**config.mk**
```make
export PLATFORM = sky130hd
export DESIGN_NAME = ir_rx_activity
export DESIGN_NICKNAME = d
export VERILOG_FILES = /design/src/rtl/ir_rx_pkg.sv /design/src/rtl/ir_act_detect.sv /design/src/rtl/ir_rx_fifo.sv /design/src/rtl/ir_rx_status.sv /design/src/rtl/ir_rx_activity.sv
export SDC_FILE = /design/constraint.sdc
export NUM_CORES = 1
export LEC_CHECK = 0
export ABC_AREA = 1
export CORE_MARGIN = 3
export CORE_UTILIZATION = 50
export DETAILED_ROUTE_END_ITERATION = 10
export DONT_BUFFER_PORTS = 1
export PLACE_DENSITY = 0.66
export SLEW_MARGIN = 20
export SYNTH_ARGS = -nofsm -noshare
export SYNTH_HDL_FRONTEND = slang
export SYNTH_HIERARCHICAL = 1
export SYNTH_SLANG_ARGS = --single-unit
export TNS_END_PERCENT = 1
```
**constraint.sdc**
```tcl
create_clock -name clk -period 4.4 [get_ports clk]
set_input_delay 0.44 -clock clk [delete_from_list [all_inputs] [get_ports clk]]
set_output_delay 0.44 -clock clk [all_outputs]
set_load 0.01 [all_outputs]
```
**src/rtl/ir_rx_pkg.sv**
```systemverilog
package ir_rx_pkg;
  localparam int FLAG_OVR = 0;
  localparam int FLAG_PKT = 1;
  localparam int FLAG_AVL = 2;
  localparam int NFLAGS   = 3;

  typedef enum logic {
    ST_IDLE = 1'b0,
    ST_BUSY = 1'b1
  } rx_state_e;
endpackage

```
**src/rtl/ir_act_detect.sv**
```systemverilog
module ir_act_detect
  import ir_rx_pkg::*;
#(
  parameter int   RUN_W    = 7,
  parameter int   THR_W    = 7,
  parameter int   UNIT_SH  = 7,
  parameter int   IDLE_TO  = 200,
  parameter logic IDLE_LVL = 1'b0
) (
  input  logic             clk,
  input  logic             rst_n,
  input  logic             samp_en,
  input  logic             ir_in,
  input  logic [THR_W-1:0] act_thresh,
  input  logic             thresh_unit,
  output logic             busy,
  output logic             push,
  output logic [RUN_W:0]   push_data,
  output logic             pkt_done
);
  localparam int ACT_W = THR_W + UNIT_SH;
  localparam int IDL_W = $clog2(IDLE_TO + 1);
  localparam logic [RUN_W-1:0] RUN_MAX = '1;

  rx_state_e        state, state_n;
  logic [ACT_W-1:0] act_cnt, act_n, target, eff, act_inc;
  logic             cur_pol, pol_n, line_act;
  logic [RUN_W-1:0] run_len, len_n, run_inc;
  logic [IDL_W-1:0] idle_cnt, idle_n;

  assign line_act = (ir_in != IDLE_LVL);
  assign target   = thresh_unit ? {act_thresh, {UNIT_SH{1'b0}}} : ACT_W'(act_thresh);
  assign eff      = (target == '0) ? ACT_W'(1) : target;
  assign act_inc  = act_cnt + 1'b1;
  assign run_inc  = run_len + 1'b1;
  assign busy     = (state == ST_BUSY);

  always_comb begin
    state_n   = state;
    act_n     = act_cnt;
    pol_n     = cur_pol;
    len_n     = run_len;
    idle_n    = idle_cnt;
    push      = 1'b0;
    push_data = '0;
    pkt_done  = 1'b0;
    if (samp_en) begin
      case (state)
        ST_IDLE: begin
          if (line_act) begin
            if (act_inc >= eff) begin
              state_n = ST_BUSY;
              act_n   = '0;
              pol_n   = ~IDLE_LVL;
              len_n   = '0;
              idle_n  = '0;
            end else begin
              act_n = act_inc;
            end
          end else begin
            act_n = '0;
          end
        end
        default: begin
          idle_n = line_act ? '0 : idle_cnt + 1'b1;
          if (!line_act && idle_cnt == IDL_W'(IDLE_TO)) begin
            // idle run went past the timeout: flush it and leave
            push      = 1'b1;
            push_data = {ir_in, run_inc};
            pkt_done  = 1'b1;
            state_n   = ST_IDLE;
            len_n     = '0;
            idle_n    = '0;
            act_n     = '0;
          end else if (ir_in == cur_pol) begin
            if (run_inc == RUN_MAX) begin
              push      = 1'b1;
              push_data = {cur_pol, RUN_MAX};
              len_n     = '0;
            end else begin
              len_n = run_inc;
            end
          end else begin
            if (run_len != '0) begin
              push      = 1'b1;
              push_data = {cur_pol, run_len};
            end
            pol_n = ir_in;
            len_n = RUN_W'(1);
          end
        end
      endcase
    end
  end

  always_ff @(posedge clk) begin
    if (!rst_n) begin
      state    <= ST_IDLE;
      act_cnt  <= '0;
      cur_pol  <= IDLE_LVL;
      run_len  <= '0;
      idle_cnt <= '0;
    end else begin
      state    <= state_n;
      act_cnt  <= act_n;
      cur_pol  <= pol_n;
      run_len  <= len_n;
      idle_cnt <= idle_n;
    end
  end

  assert_busy_on_tick_R2: assert property (@(posedge clk) disable iff (!rst_n)
    !samp_en |=> $stable(busy));
  assert_nonzero_len_R5: assert property (@(posedge clk) disable iff (!rst_n)
    push |-> (push_data[RUN_W-1:0] != '0));
  assert_push_when_busy_R4: assert property (@(posedge clk) disable iff (!rst_n)
    push |-> busy);
  assert_exit_idle_R6: assert property (@(posedge clk) disable iff (!rst_n)
    pkt_done |=> !busy);
endmodule

```
**src/rtl/ir_rx_fifo.sv**
```systemverilog
module ir_rx_fifo #(
  parameter int DEPTH = 64,
  parameter int W     = 8,
  localparam int AW   = $clog2(DEPTH),
  localparam int CW   = $clog2(DEPTH + 1)
) (
  input  logic          clk,
  input  logic          rst_n,
  input  logic          push,
  input  logic [W-1:0]  push_data,
  input  logic          out_ready,
  output logic          out_valid,
  output logic [W-1:0]  out_data,
  output logic [CW-1:0] count,
  output logic          overflow
);
  logic [W-1:0]  mem [DEPTH];
  logic [AW-1:0] wptr, rptr;
  logic          full, wr, rd;

  function automatic logic [AW-1:0] step(input logic [AW-1:0] p);
    return (p == AW'(DEPTH - 1)) ? '0 : p + 1'b1;
  endfunction

  assign full      = (count == CW'(DEPTH));
  assign out_valid = (count != '0);
  assign wr        = push && !full;
  assign rd        = out_valid && out_ready;
  assign overflow  = push && full;
  assign out_data  = mem[rptr];

  always_ff @(posedge clk) begin
    if (wr) mem[wptr] <= push_data;
  end

  always_ff @(posedge clk) begin
    if (!rst_n) begin
      wptr  <= '0;
      rptr  <= '0;
      count <= '0;
    end else begin
      if (wr) wptr <= step(wptr);
      if (rd) rptr <= step(rptr);
      count <= count + CW'(wr) - CW'(rd);
    end
  end

  assert_count_max_R7: assert property (@(posedge clk) disable iff (!rst_n)
    count <= CW'(DEPTH));
  assert_head_hold_R7: assert property (@(posedge clk) disable iff (!rst_n)
    (out_valid && !out_ready) |=> (out_valid && $stable(out_data)));
  assert_full_drop_R8: assert property (@(posedge clk) disable iff (!rst_n)
    (full && !out_ready) |=> (count == CW'(DEPTH)));
endmodule

```
**src/rtl/ir_rx_status.sv**
```systemverilog
module ir_rx_status
  import ir_rx_pkg::*;
#(
  parameter int CW = 7
) (
  input  logic              clk,
  input  logic              rst_n,
  input  logic              set_ovr,
  input  logic              set_pkt,
  input  logic [CW-1:0]     count,
  input  logic [CW-1:0]     level,
  input  logic              clr_we,
  input  logic [NFLAGS-1:0] clr_mask,
  input  logic [NFLAGS-1:0] irq_en,
  output logic [NFLAGS-1:0] flags,
  output logic              irq
);
  logic [NFLAGS-1:0] set;

  always_comb begin
    set           = '0;
    set[FLAG_OVR] = set_ovr;
    set[FLAG_PKT] = set_pkt;
    set[FLAG_AVL] = (level != '0) && (count >= level);
  end

  for (genvar i = 0; i < NFLAGS; i++) begin : g_flag
    always_ff @(posedge clk) begin
      if (!rst_n)                     flags[i] <= 1'b0;
      else if (set[i])                flags[i] <= 1'b1;
      else if (clr_we && clr_mask[i]) flags[i] <= 1'b0;
    end

    assert_w1c_R10: assert property (@(posedge clk) disable iff (!rst_n)
      (clr_we && clr_mask[i] && !set[i]) |=> !flags[i]);
    assert_set_wins_R9: assert property (@(posedge clk) disable iff (!rst_n)
      set[i] |=> flags[i]);
  end

  assign irq = |(flags & irq_en);
endmodule

```
**src/rtl/ir_rx_activity.sv**
```systemverilog
module ir_rx_activity
  import ir_rx_pkg::*;
#(
  parameter int   DEPTH    = 64,
  parameter int   RUN_W    = 7,
  parameter int   THR_W    = 7,
  parameter int   UNIT_SH  = 7,
  parameter int   IDLE_TO  = 200,
  parameter logic IDLE_LVL = 1'b0,
  localparam int  CW       = $clog2(DEPTH + 1)
) (
  input  logic              clk,
  input  logic              rst_n,
  input  logic              samp_en,
  input  logic              ir_in,
  input  logic [THR_W-1:0]  act_thresh,
  input  logic              thresh_unit,
  input  logic [CW-1:0]     fifo_level,
  input  logic [NFLAGS-1:0] irq_en,
  input  logic              clr_we,
  input  logic [NFLAGS-1:0] clr_mask,
  output logic              rd_valid,
  input  logic              rd_ready,
  output logic [RUN_W:0]    rd_data,
  output logic [CW-1:0]     fifo_count,
  output logic              busy,
  output logic [NFLAGS-1:0] flags,
  output logic              irq
);
  logic           push, pkt_done, overflow;
  logic [RUN_W:0] push_data;

  ir_act_detect #(
    .RUN_W(RUN_W), .THR_W(THR_W), .UNIT_SH(UNIT_SH),
    .IDLE_TO(IDLE_TO), .IDLE_LVL(IDLE_LVL)
  ) u_det (
    .clk(clk), .rst_n(rst_n), .samp_en(samp_en), .ir_in(ir_in),
    .act_thresh(act_thresh), .thresh_unit(thresh_unit),
    .busy(busy), .push(push), .push_data(push_data), .pkt_done(pkt_done)
  );

  ir_rx_fifo #(.DEPTH(DEPTH), .W(RUN_W + 1)) u_fifo (
    .clk(clk), .rst_n(rst_n), .push(push), .push_data(push_data),
    .out_ready(rd_ready), .out_valid(rd_valid), .out_data(rd_data),
    .count(fifo_count), .overflow(overflow)
  );

  ir_rx_status #(.CW(CW)) u_stat (
    .clk(clk), .rst_n(rst_n), .set_ovr(overflow), .set_pkt(pkt_done),
    .count(fifo_count), .level(fifo_level), .clr_we(clr_we),
    .clr_mask(clr_mask), .irq_en(irq_en), .flags(flags), .irq(irq)
  );

  assert_irq_quiet_R11: assert property (@(posedge clk) disable iff (!rst_n)
    (flags == '0) |-> !irq);
endmodule

```
==> results.py, run 1 <==
metrics = {
    "outcome": {
        "status": "finished clean",
    },
    "setup_path": {
        "crit_path_max_fanout": 96,
        "cp.required_ps": 3960,
        "reg2reg_slack_ps": 940,
        "timing.rr.end": "u_fifo/count[6]",
        "crit_type": "reg2out",
        "cp_slowest_stage_delay_ps": 880,
        "cp_slowest_cell": "dfxtp_4",
        "startpoint_type": "flip-flop",
        "rr_worst_depth": 20,
        "crit_path_end_kind": "output port",
        "arrival_ps": 3290,
        "r2r-start": "u_det/run_len[1]",
        "crit_chain": "inv_4, buf_12, nand3_1, nand3_1, nand2_1, nand2_1, nand3_1, nand3_1, nand2_1",
        "crit_top_cell": "nand3_1",
    },
    "cts": {
        "clk_pin_slew_ps": 60,
        "clockBufferDepth": 3,
        "cts_max_level": 2,
        "cts.sinks": 571,
        "cts-resized-gates": 0,
        "clock_latency_ps": 610,
        "hold_buffers": 3,
        "numCtsBuffers": 57,
        "cts-root-buf": "clkbuf_16",
        "cts_tree": "yes",
        "cts_setup_buffers": 0,
    },
    "synthesis": {
        "synth-async-reset-ratio": 0,
        "synth_compound_area_frac": 0.01827,
        "synthTopCellsByArea": "edfxtp_1 61%, nand2_1 12%, nand3_1 9.5%, dfxtp_1 4.7%, ha_1 1.9%",
        "seq_area_frac_synth": 0.6587,
        "synth_area_leader_cell": "edfxtp_1",
        "synth_top_family_by_area": "simple AND/OR/NAND/NOR gates",
        "syn-cell-area_um2": 25130,
        "synth_edf_count": 512,
        "yosysWarnings": 6,
        "avgSynthCellArea_um2": 10.58,
        "synth_cells": 2376,
        "synthAdderAreaFrac": 0.01971,
        "yosysUniqueCellTypes": 43,
        "synth_seq_cells": 571,
        "synth.area.mux_share": 0,
        "synth_top_area_frac": 0.6117,
        "yosys.area_share.simple": 0.2495,
        "syn_nets": 2442,
        "synth_ff_type": "edfxtp_1",
        "synth-xor-area-share": 0.007318,
    },
    "global_routing": {
        "grt-ovfl-total": 0,
        "antenna_found_initial": 0,
        "first_global_vias": 16960,
        "grt_max_degree": 177,
        "grt_pass1_wl_um": 96720,
        "grt_usage": 0.2353,
    },
    "timing": {
        "fin_hold_ws_ps": 38.01,
        "slew_viol_final": 0,
        "finalWorstSetupSlack_ps": 669.0,
        "fin_skew_ps": 21.77,
        "fmax_mhz": 268.0,
        "tightest_slew_ps": 1053,
        "hold_viol": 0,
        "rsz0062_at_grt": "no",
        "maxSlewHeadroom": 0.2972,
        "layout_min_cycle_time_ps": 3731,
        "period_share": 0.8480,
        "setup_viol": 0,
        "fin_tns_setup_ps": 0,
    },
    "floorplanning": {
        "io_pins": 48,
        "die_w_um": 230.2,
        "dieArea_um2": 52990,
        "initial_utilization": 0.5103,
        "num_rows": 81,
        "core-area_um2": 49250,
        "die_h_um": 230.2,
    },
    "power": {
        "pwr-share-seq": 0.461,
        "power_density_nw_per_um2": 463.8,
        "combPwrFrac": 0.142,
        "power_frac_clock": 0.396,
        "power.switching_mw": 3.440,
        "power.internal_mw": 9.561,
        "ir_drop_uv": 407.9,
        "power_leakage_nw": 10.87,
        "switching_share": 0.2646,
        "fin_total_pwr_mw": 13.00,
    },
    "route": {
        "drc": 0,
        "wire_per_inst_um": 20.08,
        "ant_nets": 0,
        "dr.pass1.iters": 6,
        "drt_wl_total_um": 62580,
        "vias_per_cell": 5.674,
        "drt_iter0_markers": 2061,
        "vias": 17680,
    },
    "final_layout": {
        "drive_above_1_share": 0.09339,
        "syn_to_final_growth_pct": 11.53,
        "final_cells": 3116,
        "finalNetCount": 2470,
        "finalInstanceArea_um2": 28030,
        "diodes": 0,
        "postLayoutCoreUtil": 0.5691,
    },
    "place": {
        "dpl.hpwl_um": 37840,
        "pre_cts_ws_ps": 937.0,
        "place.detailed.instances": 3006,
        "port_buffers": 0,
        "post_dp_cell_area_um2": 25990,
        "place.gp.congestion": 0.8886,
    },
    "hold_path": {
        "hold_class": "in2reg",
        "whs_path_depth": 3,
        "hold_end": "u_stat/flags[1]",
        "min_from": "clr_we",
    },
    "run": {
        "drv_cap": 0,
    },
}
[power by group through the flow]
stage	logic, mW	clock network [mW]	registers [mW]
after global placement	1.80	0	6.11
after global routing	2.08	5.47	6.01
after floorplan	1.53	0	6.03
final	1.85	5.15	6.00
after detailed placement	1.83	0	6.11
after CTS	1.84	5.24	6.00
[layer usage]
metal  global-route usage  vias up  routed length (um)
li1                     -     8254                   -
met1               0.3265     8492               26010
met2               0.3829      804               29440
met3              0.03642      130                5282
met4              0.07755        0                1846
met5                    0        -                   0
[layout make-up]
class / instances / area [um2]
fill: 4114 / 21220
sequential: 571 / 16560
multi-input combinational: 1590 / 7470
clock buffer: 73 / 1589
tap: 664 / 830.8
timing repair buffer: 91 / 790.8
clock inverter: 34 / 426.7
inverter: 93 / 361.6
[registers in the layout (all words and copies together), names as in the netlist, named ones only]
register	flops
u_det/act_cnt	14
u_det/busy	1
u_det/cur_pol	1
u_det/idle_cnt	8
u_det/run_len	7
u_fifo/count	7
u_fifo/mem	512
u_fifo/rptr	6
u_fifo/wptr	6
u_stat/flags	3
[critical path, delay by kind of cell, from the launching register on]
family,cells,cell delay [ps]
flip-flops,1,880
buffers and inverters,2,670
AND/OR/NAND/NOR,7,1010
[cells in the mapped netlist, types with 6 or more instances]
library cell  count
o21ai_0          22
buf_4            21
nor2_1          105
nand4_1          23
inv_1            84
nand2_1         792
o21ai_1           6
buf_6            26
o21a_1            6
buf_2            49
clkbuf_1         15
nand2_4           6
nor3_1            9
a21oi_1          44
nand3_1         479
edfxtp_1        512
dfxtp_1          59
buf_1             9
ha_1             38
xor2_1           16
[cells in the final DEF, fill, tap and decap left out, drive strengths merged]
cell type,netlist,final
nand4,23,23
dfxtp,59,59
o21ai,28,28
nand3,481,481
or2,2,2
o2111ai,1,1
a21oi,46,46
fa,1,1
dlygate4sd3,0,3
nor3b,4,4
nand3b,2,2
and3,1,1
nor3,13,13
ha,38,38
bufinv,0,10
clkbuf,15,73
nor2,113,113
nor4,3,3
xnor2,5,5
o21a,6,6
a22o,1,1
xor2,16,16
o22ai,2,2
buf,107,88
clkinv,2,21
clkinvlp,0,3
a31oi,1,1
nand2,803,803
edfxtp,512,512
inv,91,93
[logic make-up after synthesis]
group / Yosys count
simple gates: 1445
xor+xnor: 21
buf+inv: 215
flops: 571
compound gates: 85
fa+ha+maj: 39
[worst max path at each step]
| stage | from | cells past startpoint | end | slack, ps |
|---|---|---|---|---|
| floorplan | u_det/run_len[1] | 11 | u_fifo/mem[0][1] | 730 |
| global placement | u_det/run_len[1] | 20 | u_fifo/count[6] | 930 |
| detailed placement | u_det/run_len[1] | 20 | u_fifo/count[6] | 940 |
| CTS | flip-flop | 9 | rd_data[3] | 700 |
| global route | flip-flop | 9 | rd_data[3] | 500 |
| finish | flip-flop | 9 | rd_data[3] | 670 |
No activity file was read; power rests on OpenSTA's default activity.
==> run 2, diff against run 1 <==
--- a/config.mk
+++ b/config.mk
@@ -10,7 +10,7 @@
 export CORE_UTILIZATION = 50
 export DETAILED_ROUTE_END_ITERATION = 10
 export DONT_BUFFER_PORTS = 1
-export PLACE_DENSITY = 0.66
+export PLACE_DENSITY = 0.69
 export SLEW_MARGIN = 20
 export SYNTH_ARGS = -nofsm -noshare
 export SYNTH_HDL_FRONTEND = slang
==> constraint.sdc (replaced) <==
create_clock -name clk -period 3.4 [get_ports clk]
set_input_delay 0.34 -clock clk [delete_from_list [all_inputs] [get_ports clk]]
set_output_delay 0.34 -clock clk [all_outputs]
set_load 0.01 [all_outputs]
==> run 2 against run 1 <==
  * Sequential share of layout area decreased by 0.38 points
  * Register-to-register slack worse by 620 ps
  * Clock power grew 21%
  * Sequential power increased by 28%
  * Cell area increased by 0.65%
  * Wire length is 2.3% lower
  * Worst setup slack got worse by 400 ps
  * First-iteration DRC count is 14% lower
  * Largest power group unchanged
==> results.py, run 2 (synthesis gave the netlist of run 1 again) <==
metrics = {
    "outcome": {
        "status": "finished clean",
    },
    "power": {
        "ir_drop_uv": 439.2,
        "switching_share": 0.2734,
        "power.internal_mw": 11.94,
        "power_leakage_nw": 10.95,
        "power.switching_mw": 4.494,
        "power_frac_clock": 0.378,
        "combPwrFrac": 0.154,
        "power_density_nw_per_um2": 582.6,
        "pwr-share-seq": 0.468,
        "fin_total_pwr_mw": 16.44,
    },
    "setup_path": {
        "r2r-start": "u_det/run_len[0]",
        "rr_worst_depth": 20,
        "cp_slowest_cell": "buf_4",
        "crit_path_end_kind": "output port",
        "startpoint_type": "flip-flop",
        "cp_slowest_stage_delay_ps": 400,
        "crit_type": "reg2out",
        "arrival_ps": 2790,
        "timing.rr.end": "u_fifo/count[6]",
        "cp.required_ps": 3060,
        "crit_chain": "inv_6, buf_4, nand2_1, nand3_1, nand3_1, nand2_1, nand2_1, nand3_1, nand3_1, nand2_1",
        "crit_path_max_fanout": 50,
        "reg2reg_slack_ps": 320,
    },
    "place": {
        "post_dp_cell_area_um2": 26280,
        "dpl.hpwl_um": 36570,
        "port_buffers": 0,
        "place.gp.congestion": 0.8396,
    },
    "final_layout": {
        "largestRegisters": "u_fifo/mem x512, u_det/act_cnt x14, u_det/idle_cnt x8",
        "syn_to_final_growth_pct": 12.26,
        "nFillCells": 4143,
        "top_register": "u_fifo/mem",
        "postLayoutCoreUtil": 0.5729,
        "finalNetCount": 2497,
        "final_cell_mix": "788 x nand2_1, 512 x edfxtp_1, 479 x nand3_1",
        "drive_above_1_share": 0.1000,
        "diodes": 0,
        "finalInstanceArea_um2": 28220,
        "largest_reg_flops": 512,
        "final_common_cell": "nand2_1",
    },
    "global_routing": {
        "first_global_vias": 17070,
        "grt-ovfl-total": 0,
        "grt_usage": 0.2297,
        "grt_pass1_wl_um": 95440,
        "antenna_found_initial": 1,
        "grt_max_degree": 164,
    },
    "route": {
        "ant_nets": 0,
        "drt_iter0_markers": 1774,
        "wire_per_inst_um": 19.45,
        "dr_wl_met3_um": 5013,
        "drc": 0,
        "dr.pass1.iters": 6,
        "vias": 17670,
        "wl_met2_um": 28930,
        "vias_per_cell": 5.620,
        "highest_layer": "met4",
        "drt_wl_total_um": 61120,
        "met1Wirelength_um": 25590,
    },
    "cts": {
        "clockBufferDepth": 3,
        "cts-root-buf": "clkbuf_16",
        "cts_tree": "yes",
        "clock_latency_ps": 630,
        "clk_pin_slew_ps": 60,
        "cts.sinks": 571,
        "cts_max_level": 2,
        "cts_setup_buffers": 0,
        "numCtsBuffers": 58,
    },
    "hold_path": {
        "min_from": "fifo_level[6]",
        "hold_end": "u_stat/flags[2]",
        "whs_path_depth": 4,
        "hold_class": "in2reg",
    },
    "timing": {
        "layout_min_cycle_time_ps": 3131,
        "fmax_mhz": 319.3,
        "setup_viol": 0,
        "tightest_slew_ps": 1050,
        "slew_viol_final": 0,
        "period_share": 0.9210,
        "rsz0062_at_grt": "no",
        "hold_viol": 0,
        "fin_hold_ws_ps": 44.11,
        "fin_tns_setup_ps": 0,
        "fin_skew_ps": 22.69,
        "maxSlewHeadroom": 0.2958,
    },
    "run": {
        "drv_cap": 0,
    },
    "floorplanning": {
        "num_rows": 81,
        "dieArea_um2": 52990,
        "initial_utilization": 0.5103,
        "core-area_um2": 49250,
        "die_h_um": 230.2,
        "die_w_um": 230.2,
        "io_pins": 48,
    },
}
run 2: timing repair:
item / 4_1_cts / 5_1_grt
hold endpoints to repair: 31 / 0
gates resized for setup: 0 / 4
endpoints found under the setup margin: 0 / 2
hold buffers: 6 / 0
run 2: area by class of cell:
type,instances,area (um2),area share
clock inverters,36,325.3,0.01153
inverters,93,359.1,0.01273
clock buffers,72,1535,0.05441
flip-flops and latches,571,16570,0.5871
multi-input cells,1590,7481,0.2651
repair buffers,117,1119,0.03964
well taps,664,830.8,0.02944
run 2: routing by layer:
layer | global-route usage | vias to the layer above
li1 | - | 8303
met1 | 0.3193 | 8539
met2 | 0.3734 | 721
met3 | 0.04088 | 102
met4 | 0.06625 | 0
met5 | 0 | -
run 2: through the flow:
step	worst slack, ps	cells
after CTS	208.3	3143
after global placement	237.4	3029
after detailed placement	248.8	3029
final	268.5	3143
after global routing	53.73	3143
after floorplan	-259.5	2376
run 2: worst max path at each step:
stage | from | end | slack [ps] | cells past startpoint
floorplan | u_det/run_len[1] | u_fifo/mem[0][5] | -260 | 11
global placement | u_det/run_len[0] | u_fifo/count[6] | 240 | 20
detailed placement | u_det/run_len[0] | u_fifo/count[6] | 250 | 20
CTS | u_det/run_len[0] | u_fifo/count[4] | 210 | 19
global route | u_det/run_len[0] | u_fifo/count[4] | 50 | 19
finish | flip-flop | rd_data[7] | 270 | 10
run 2: power by group through the flow:
stage,logic (mW),clock network (mW),registers [mW]
3_5_place_dp,2.48,0,7.85
4_1_cts,2.51,6.32,7.70
2_1_floorplan,1.99,0,7.81
5_1_grt,2.81,6.61,7.71
3_3_place_gp,2.43,0,7.85
6_report,2.53,6.21,7.70
run 2: critical path, delay by kind of cell (launching register included):
kind	cells	cell delay (ps)
buffers and inverters	2	750
and+or+nand+nor	8	1040
DFF	1	370
